--- src/rtl/arTimerPkg.sv ---
package arTimerPkg;
  localparam int DATA_W = 8;
  localparam int PSC_W  = 3;
  localparam int SRC_W  = 2;
  localparam int ADDR_W = 8;

  localparam logic [ADDR_W-1:0] CTL_ADDR  = 8'hE7;
  localparam logic [ADDR_W-1:0] STAT_ADDR = 8'hE8;
  localparam logic [ADDR_W-1:0] REL_ADDR  = 8'hE9;
  localparam logic [ADDR_W-1:0] CMP_ADDR  = 8'hEA;
  localparam logic [ADDR_W-1:0] LOAD_ADDR = 8'hEB;

  // Control to datapath: strobes and configuration
  typedef struct packed {
    logic              ldWr;
    logic [DATA_W-1:0] ldData;
    logic [PSC_W-1:0]  psSel;
    logic [SRC_W-1:0]  srcSel;
    logic [DATA_W-1:0] reloadVal;
    logic [DATA_W-1:0] cmpVal;
  } ctlStrobe_t;

  // Datapath to control: single-cycle events
  typedef struct packed {
    logic ovfEv;
    logic cmpEv;
  } tmrEvent_t;
endpackage

--- src/rtl/arTimerDatapath.sv ---
module arTimerDatapath
  import arTimerPkg::*;
#(
  parameter int CNT_W = DATA_W,
  parameter int PS_W  = PSC_W
) (
  input  logic             clk,
  input  logic             rstN,
  input  logic             baseEn,
  input  ctlStrobe_t       ctlS,
  output tmrEvent_t        evtS,
  output logic [CNT_W-1:0] cntVal,
  output logic             cntTick
);
  localparam int PS_CNT_W = (1 << PS_W) - 1;
  localparam logic [CNT_W-1:0] CNT_MAX = '1;

  logic [1:0]          div3Q;
  logic                srcTick;
  logic [PS_CNT_W-1:0] psCntQ;
  logic [PS_CNT_W-1:0] psMask;
  logic [CNT_W-1:0]    cntQ;

  // Modulo-3 enable divider, advancing on every base enable
  always_ff @(posedge clk) begin
    if (!rstN) div3Q <= '0;
    else if (baseEn) div3Q <= (div3Q == 2'd2) ? 2'd0 : div3Q + 2'd1;
  end

  always_comb begin
    case (ctlS.srcSel)
      2'b00:   srcTick = baseEn;
      2'b01:   srcTick = baseEn && (div3Q == 2'd2);
      default: srcTick = 1'b0;
    endcase
  end

  // Free-running prescaler; the select only picks the mask
  always_ff @(posedge clk) begin
    if (!rstN) psCntQ <= '0;
    else if (srcTick) psCntQ <= psCntQ + 1'b1;
  end

  assign psMask  = ~({PS_CNT_W{1'b1}} << ctlS.psSel);
  assign cntTick = rstN && srcTick && ((psCntQ & psMask) == psMask);

  // Counter has no reset: it holds its value across reset
  always_ff @(posedge clk) begin
    if (rstN) begin
      if (ctlS.ldWr) cntQ <= ctlS.ldData;
      else if (cntTick) cntQ <= (cntQ == CNT_MAX) ? ctlS.reloadVal : cntQ + 1'b1;
    end
  end

  assign evtS.ovfEv = cntTick && (cntQ == CNT_MAX);
  assign evtS.cmpEv = cntTick && (cntQ == ctlS.cmpVal);
  assign cntVal     = cntQ;
endmodule

--- src/rtl/arTimerCtrl.sv ---
module arTimerCtrl
  import arTimerPkg::*;
(
  input  logic              clk,
  input  logic              rstN,
  input  logic [ADDR_W-1:0] addr,
  input  logic              wrEn,
  input  logic [DATA_W-1:0] wrData,
  input  logic [DATA_W-1:0] cntVal,
  input  tmrEvent_t         evtS,
  output ctlStrobe_t        ctlS,
  output logic [DATA_W-1:0] rdData,
  output logic              ovfFlag,
  output logic              cmpFlag
);
  logic [PSC_W-1:0]  psSelQ;
  logic [SRC_W-1:0]  srcSelQ;
  logic [DATA_W-1:0] reloadQ, cmpQ;
  logic              ovfQ, cmpFQ;
  logic              ctlWr, statWr, relWr, cmpWr, ldWr;

  assign ctlWr  = wrEn && (addr == CTL_ADDR);
  assign statWr = wrEn && (addr == STAT_ADDR);
  assign relWr  = wrEn && (addr == REL_ADDR);
  assign cmpWr  = wrEn && (addr == CMP_ADDR);
  assign ldWr   = wrEn && (addr == LOAD_ADDR);

  always_ff @(posedge clk) begin
    if (!rstN) begin
      psSelQ  <= '0;
      srcSelQ <= '0;
      reloadQ <= '0;
      cmpQ    <= '0;
      ovfQ    <= 1'b0;
      cmpFQ   <= 1'b0;
    end else begin
      if (ctlWr) begin
        psSelQ  <= wrData[DATA_W-1 -: PSC_W];
        srcSelQ <= wrData[SRC_W-1:0];
      end
      if (relWr) reloadQ <= wrData;
      if (cmpWr) cmpQ <= wrData;
      // set has priority over write-one-to-clear
      ovfQ  <= evtS.ovfEv | (ovfQ  & ~(statWr & wrData[0]));
      cmpFQ <= evtS.cmpEv | (cmpFQ & ~(statWr & wrData[1]));
    end
  end

  always_comb begin
    ctlS.ldWr      = ldWr;
    ctlS.ldData    = wrData;
    ctlS.psSel     = psSelQ;
    ctlS.srcSel    = srcSelQ;
    ctlS.reloadVal = reloadQ;
    ctlS.cmpVal    = cmpQ;
  end

  always_comb begin
    rdData = '0;
    case (addr)
      CTL_ADDR: begin
        rdData[DATA_W-1 -: PSC_W] = psSelQ;
        rdData[SRC_W-1:0]         = srcSelQ;
      end
      STAT_ADDR: rdData[1:0] = {cmpFQ, ovfQ};
      REL_ADDR:  rdData = reloadQ;
      CMP_ADDR:  rdData = cmpQ;
      LOAD_ADDR: rdData = cntVal;
      default:   rdData = '0;
    endcase
  end

  assign ovfFlag = ovfQ;
  assign cmpFlag = cmpFQ;
endmodule

--- src/rtl/arTimer.sv ---
module arTimer
  import arTimerPkg::*;
(
  input  logic              clk,
  input  logic              rstN,
  input  logic              baseEn,
  input  logic [ADDR_W-1:0] addr,
  input  logic              wrEn,
  input  logic [DATA_W-1:0] wrData,
  output logic [DATA_W-1:0] rdData,
  output logic              ovfFlag,
  output logic              cmpFlag
);
  ctlStrobe_t        ctlS;
  tmrEvent_t         evtS;
  logic [DATA_W-1:0] cntVal;
  logic              cntTick;

  arTimerCtrl ctrl_i (
    .clk(clk), .rstN(rstN), .addr(addr), .wrEn(wrEn), .wrData(wrData),
    .cntVal(cntVal), .evtS(evtS), .ctlS(ctlS), .rdData(rdData),
    .ovfFlag(ovfFlag), .cmpFlag(cmpFlag)
  );

  arTimerDatapath #(.CNT_W(DATA_W), .PS_W(PSC_W)) dp_i (
    .clk(clk), .rstN(rstN), .baseEn(baseEn), .ctlS(ctlS), .evtS(evtS),
    .cntVal(cntVal), .cntTick(cntTick)
  );
endmodule

--- config.mk ---
export PLATFORM = sky130hd
export DESIGN_NAME = arTimer
export DESIGN_NICKNAME = d
export VERILOG_FILES = /design/src/rtl/arTimerPkg.sv /design/src/rtl/arTimerDatapath.sv /design/src/rtl/arTimerCtrl.sv /design/src/rtl/arTimer.sv
export SDC_FILE = /design/constraint.sdc
export NUM_CORES = 1
export LEC_CHECK = 0
export BUFFER_PORTS_ARGS = -buffer_cell sky130_fd_sc_hd__buf_4
export CORE_AREA = 2 2 63 89
export DETAILED_ROUTE_END_ITERATION = 7
export DIE_AREA = 0 0 65 91
export MAX_ROUTING_LAYER = met4
export PLACE_DENSITY = 0.64
export SYNTH_ARGS = -nofsm -noshare
export SYNTH_HDL_FRONTEND = slang
export SYNTH_SLANG_ARGS = --single-unit
--- constraint.sdc ---
create_clock -name clk -period 6.7 [get_ports clk]
set_input_delay 2.01 -clock clk [delete_from_list [all_inputs] [get_ports clk]]
set_output_delay 2.01 -clock clk [all_outputs]
set_load 0.05 [all_outputs]
==> flow_metrics.tcl <==
set metrics [dict create \
    setup-violations-final 0 \
    cts_hold_buf 0 \
    cp_cell_sequence "buf_4 > nand4b_4 > nor3b_2 > and2_1 > a22oi_1 > o21ai_0 > buf_4" \
    finalMaxSlewViolations 0 \
    antenna_found_initial 0 \
    via_per_inst 5.427 \
    hold_violations 0 \
    grt_usage_pct 19.37 \
    p_int_uw 379.8 \
    busiest_layer "met2" \
    outcome "finished, final reports clean" \
    finalClockSkew_ns 0.01034 \
    route.final.wire_length_um 5255 \
    ioPinCount 30 \
    ff_latch_area_um2 880.8 \
    critical_path.top_delay_family "simple AND/OR/NAND/NOR gates" \
    drive_above_1_share_pct 19.32 \
    clock_latency_ns 0.29 \
    p_leak_nw 1.056 \
    whs_ns 0.4970 \
    dp.cells 322 \
    die_y_um 91 \
    synth_top_family_by_area "simple AND/OR/NAND/NOR gates" \
    hpwlAfterDp_um 3830 \
    crit_top_cell "buf_4" \
    synth_compound_area_share_pct 13.71 \
    use_met1_pct 22.95 \
    ctsResizeCount 0 \
    fin_crit_ns 5.384 \
    cp-end-kind "primary output" \
    place_ws_ns 1.314 \
    async_flop_share_pct 0 \
    rsz0062_at_grt "false" \
    synth_nets 258 \
    grt_pass1_vias 1699 \
    synth-edff-count 8 \
    seqPwrFrac_pct 51.9 \
    multi_input_area_um2 1319 \
    irDropWorstVdd_mv 0.1072 \
    area_delta_synth_final_pct 16.98 \
    worstPathRequired_ns 4.69 \
    synth_adder_area_share_pct 1.110 \
    syn_avg_cell_area_um2 9.554 \
    synth-seq-area-share_pct 39.07 \
    gp_congestion 0.7833 \
    switching_share_pct 22.11 \
    relSlewSlack_pct 51.56 \
    wl_per_cell_um 15.92 \
    ys_ff_latch 40 \
    fin_crit_sh_pct 80.36 \
    first_pass_iters 4 \
    clk_pin_slew_ns 0.07 \
    final_cells 330 \
    post-cts-setup-buffers 0 \
    path_depth 7 \
    cellPowerDensity_nw_per_um2 184.9 \
    drc 0 \
    hold_path.class "register to register" \
    fmax_mhz 185.7 \
    vias 1791 \
    synth_flop_cell "dfxtp_1" \
    drt-initial-drc-count 61 \
    tns_ns 0 \
    syn_area_um2 2255 \
    grtUsageMet3_pct 3.098 \
    cp.arrival_ns 3.37 \
    worst-path-buf-inv 2 \
    die_w_um 65 \
    fin_ws_ns 1.316 \
    p_switching_uw 107.8 \
    grt-ovfl-total 0 \
    critPathSlowestCell "nor3b_2" \
    cts_max_path_buffers 2 \
    maxCapViolCount 0 \
    cts_max_level 2 \
    met2_usage_pct 33.08 \
    fin_util_pct 51.91 \
    postRouteAntennaNets 0 \
    num_rows 31 \
    synth.area.mux_share_pct 15.09 \
    coreArea_um2 5081 \
    yosysUniqueCellTypes 43 \
    io_buffers 29 \
    cts-root-buf "clkbuf_8" \
    syn_inst 236 \
    worstRegToRegCells 6 \
    clkPwrFrac_pct 39.7 \
    crit_fanout 6 \
    grt_pass1_wl_um 8549 \
    r2r_setup_slack_ns 4.80 \
    fin_nets 285 \
    yosys_warnings 0 \
    antennaDiodeCount 0 \
    cts_buffers 5 \
    worst_slew_pin_slew_ns 0.7228 \
    cp-start-kind "input port" \
    fillers 514 \
    synth-xor-area-share_pct 6.215 \
    cts_tree "done" \
    hold_path_depth 2 \
    critPathKind "input port to primary output" \
    synthSimpleGateAreaFrac_pct 22.09 \
    grt_max_degree 37 \
    p_comb_share_pct 8.4 \
    max_stage_delay_ns 0.39 \
    fp.dieArea_um2 5915 \
    start_util_pct 44.37 \
    clkSinkCount 40 \
]
## cell type report
type                            instances  share of cell area (%)
Multi-Input combinational cell        181                   50.00
Sequential cell                        40                   33.40
Timing Repair Buffer                   31                   8.824
Tap cell                               66                   3.131
Clock buffer                            6                   2.751
Clock inverter                          2                   1.328
Inverter                                4                  0.5693
## Yosys cell counts, types with 5 or more instances
cell type | instances | share of area, %
nand3_1 | 10 | 2.2
a21oi_1 | 5 | 1.1
nor2b_1 | 19 | 5.3
xnor2_1 | 5 | 1.9
nor2_1 | 6 | 1.0
edfxtp_1 | 8 | 11
clkbuf_1 | 7 | 1.2
mux2i_1 | 25 | 11
xor2_1 | 11 | 4.3
o21ai_0 | 13 | 2.9
a22oi_1 | 6 | 2.0
and2_1 | 6 | 1.7
nand2_1 | 24 | 4.0
a21boi_0 | 9 | 3.0
dfxtp_1 | 32 | 28
## per-layer routing
metal  vias to the layer above  wire length [um]
li1                        903                 -
met3                         9               138
met1                       852              2186
met5                         -                 0
met4                         0               107
met2                        27              2824
## state kept, by name (all words and copies together), names as in the netlist
name and cells:
ctrl_i.cmpQ 8, ctrl_i.reloadQ 8, dp_i.cntVal 8, dp_i.psCntQ 7
ctrl_i.psSelQ 3, ctrl_i.srcSelQ 2, dp_i.div3Q 2, ctrl_i.cmpFlag 1
ctrl_i.ovfFlag 1
## worst reg2reg max path, stage by stage (launching register included)
cell and delay [ns]:
dfxtp_1 0.33, nand2b_1 0.16, a21oi_2 0.32, and3_1 0.21, o211ai_1 0.17, a21boi_0 0.22
buf_4 0.22
## path summary, 6_finish.rpt
path / startpoint / endpoint
max: addr[4] / rdData[5]
min: ctrl_i.srcSelQ[0]$_SDFFE_PN0P_ / ctrl_i.srcSelQ[0]$_SDFFE_PN0P_
max reg2reg: dp_i.div3Q[0]$_SDFFE_PN0P_ / dp_i.cntVal[5]$_DFFE_PP_
min reg2reg: ctrl_i.srcSelQ[0]$_SDFFE_PN0P_ / ctrl_i.srcSelQ[0]$_SDFFE_PN0P_
## through the flow
stage	power [mW]	area (um2)
after global placement	0.2993	2530
final	0.4876	2638
after floorplan	0.2812	2255
after detailed placement	0.2998	2530
after CTS	0.4927	2638
after global routing	0.5069	2638
## cells in the final DEF, fill, tap and decap left out, types with 2 or more instances in the layout
cell type  Yosys  routed
nor2b_1       19      19
nor2_1         6       6
mux2_2         4       4
nand4_1        3       3
clkbuf_8       0       5
xor2_1        11      11
nor4_1         3       3
or3_1          3       3
a21oi_1        5       5
a22oi_1        6       6
dfxtp_1       32      32
nand2b_1       2       2
o21ai_0       13      13
edfxtp_1       8       8
xnor2_1        5       5
and4_1         2       2
mux2i_1       25      25
nand2_1       24      24
mux4_2         2       2
ha_1           2       2
a22o_1         2       2
a21boi_0       9       9
o2bb2ai_1      2       2
inv_1          4       4
and2_1         6       6
o21a_1         2       2
nand3_1       10      10
buf_4          0      31
## power by group through the flow
stage / Sequential (mW) / Combinational [mW] / Clock (mW)
global placement: 0.259 / 0.0406 / 0
floorplan: 0.258 / 0.0237 / 0
global route: 0.254 / 0.0450 / 0.208
finish: 0.253 / 0.0409 / 0.193
CTS: 0.253 / 0.0413 / 0.198
detailed placement: 0.259 / 0.0410 / 0
## cells by family (layout without fill, tap and decap cells)
logic type / after synthesis / after routing
DFF: 40 / 40
and+or+nand+nor: 87 / 87
buffers and inverters: 15 / 43
muxes: 31 / 31
xor gates and xnor gates: 16 / 16
adders and majority gates: 2 / 2
AOI/OAI and AO/OA: 45 / 45
(Power assumes the default switching activity.)
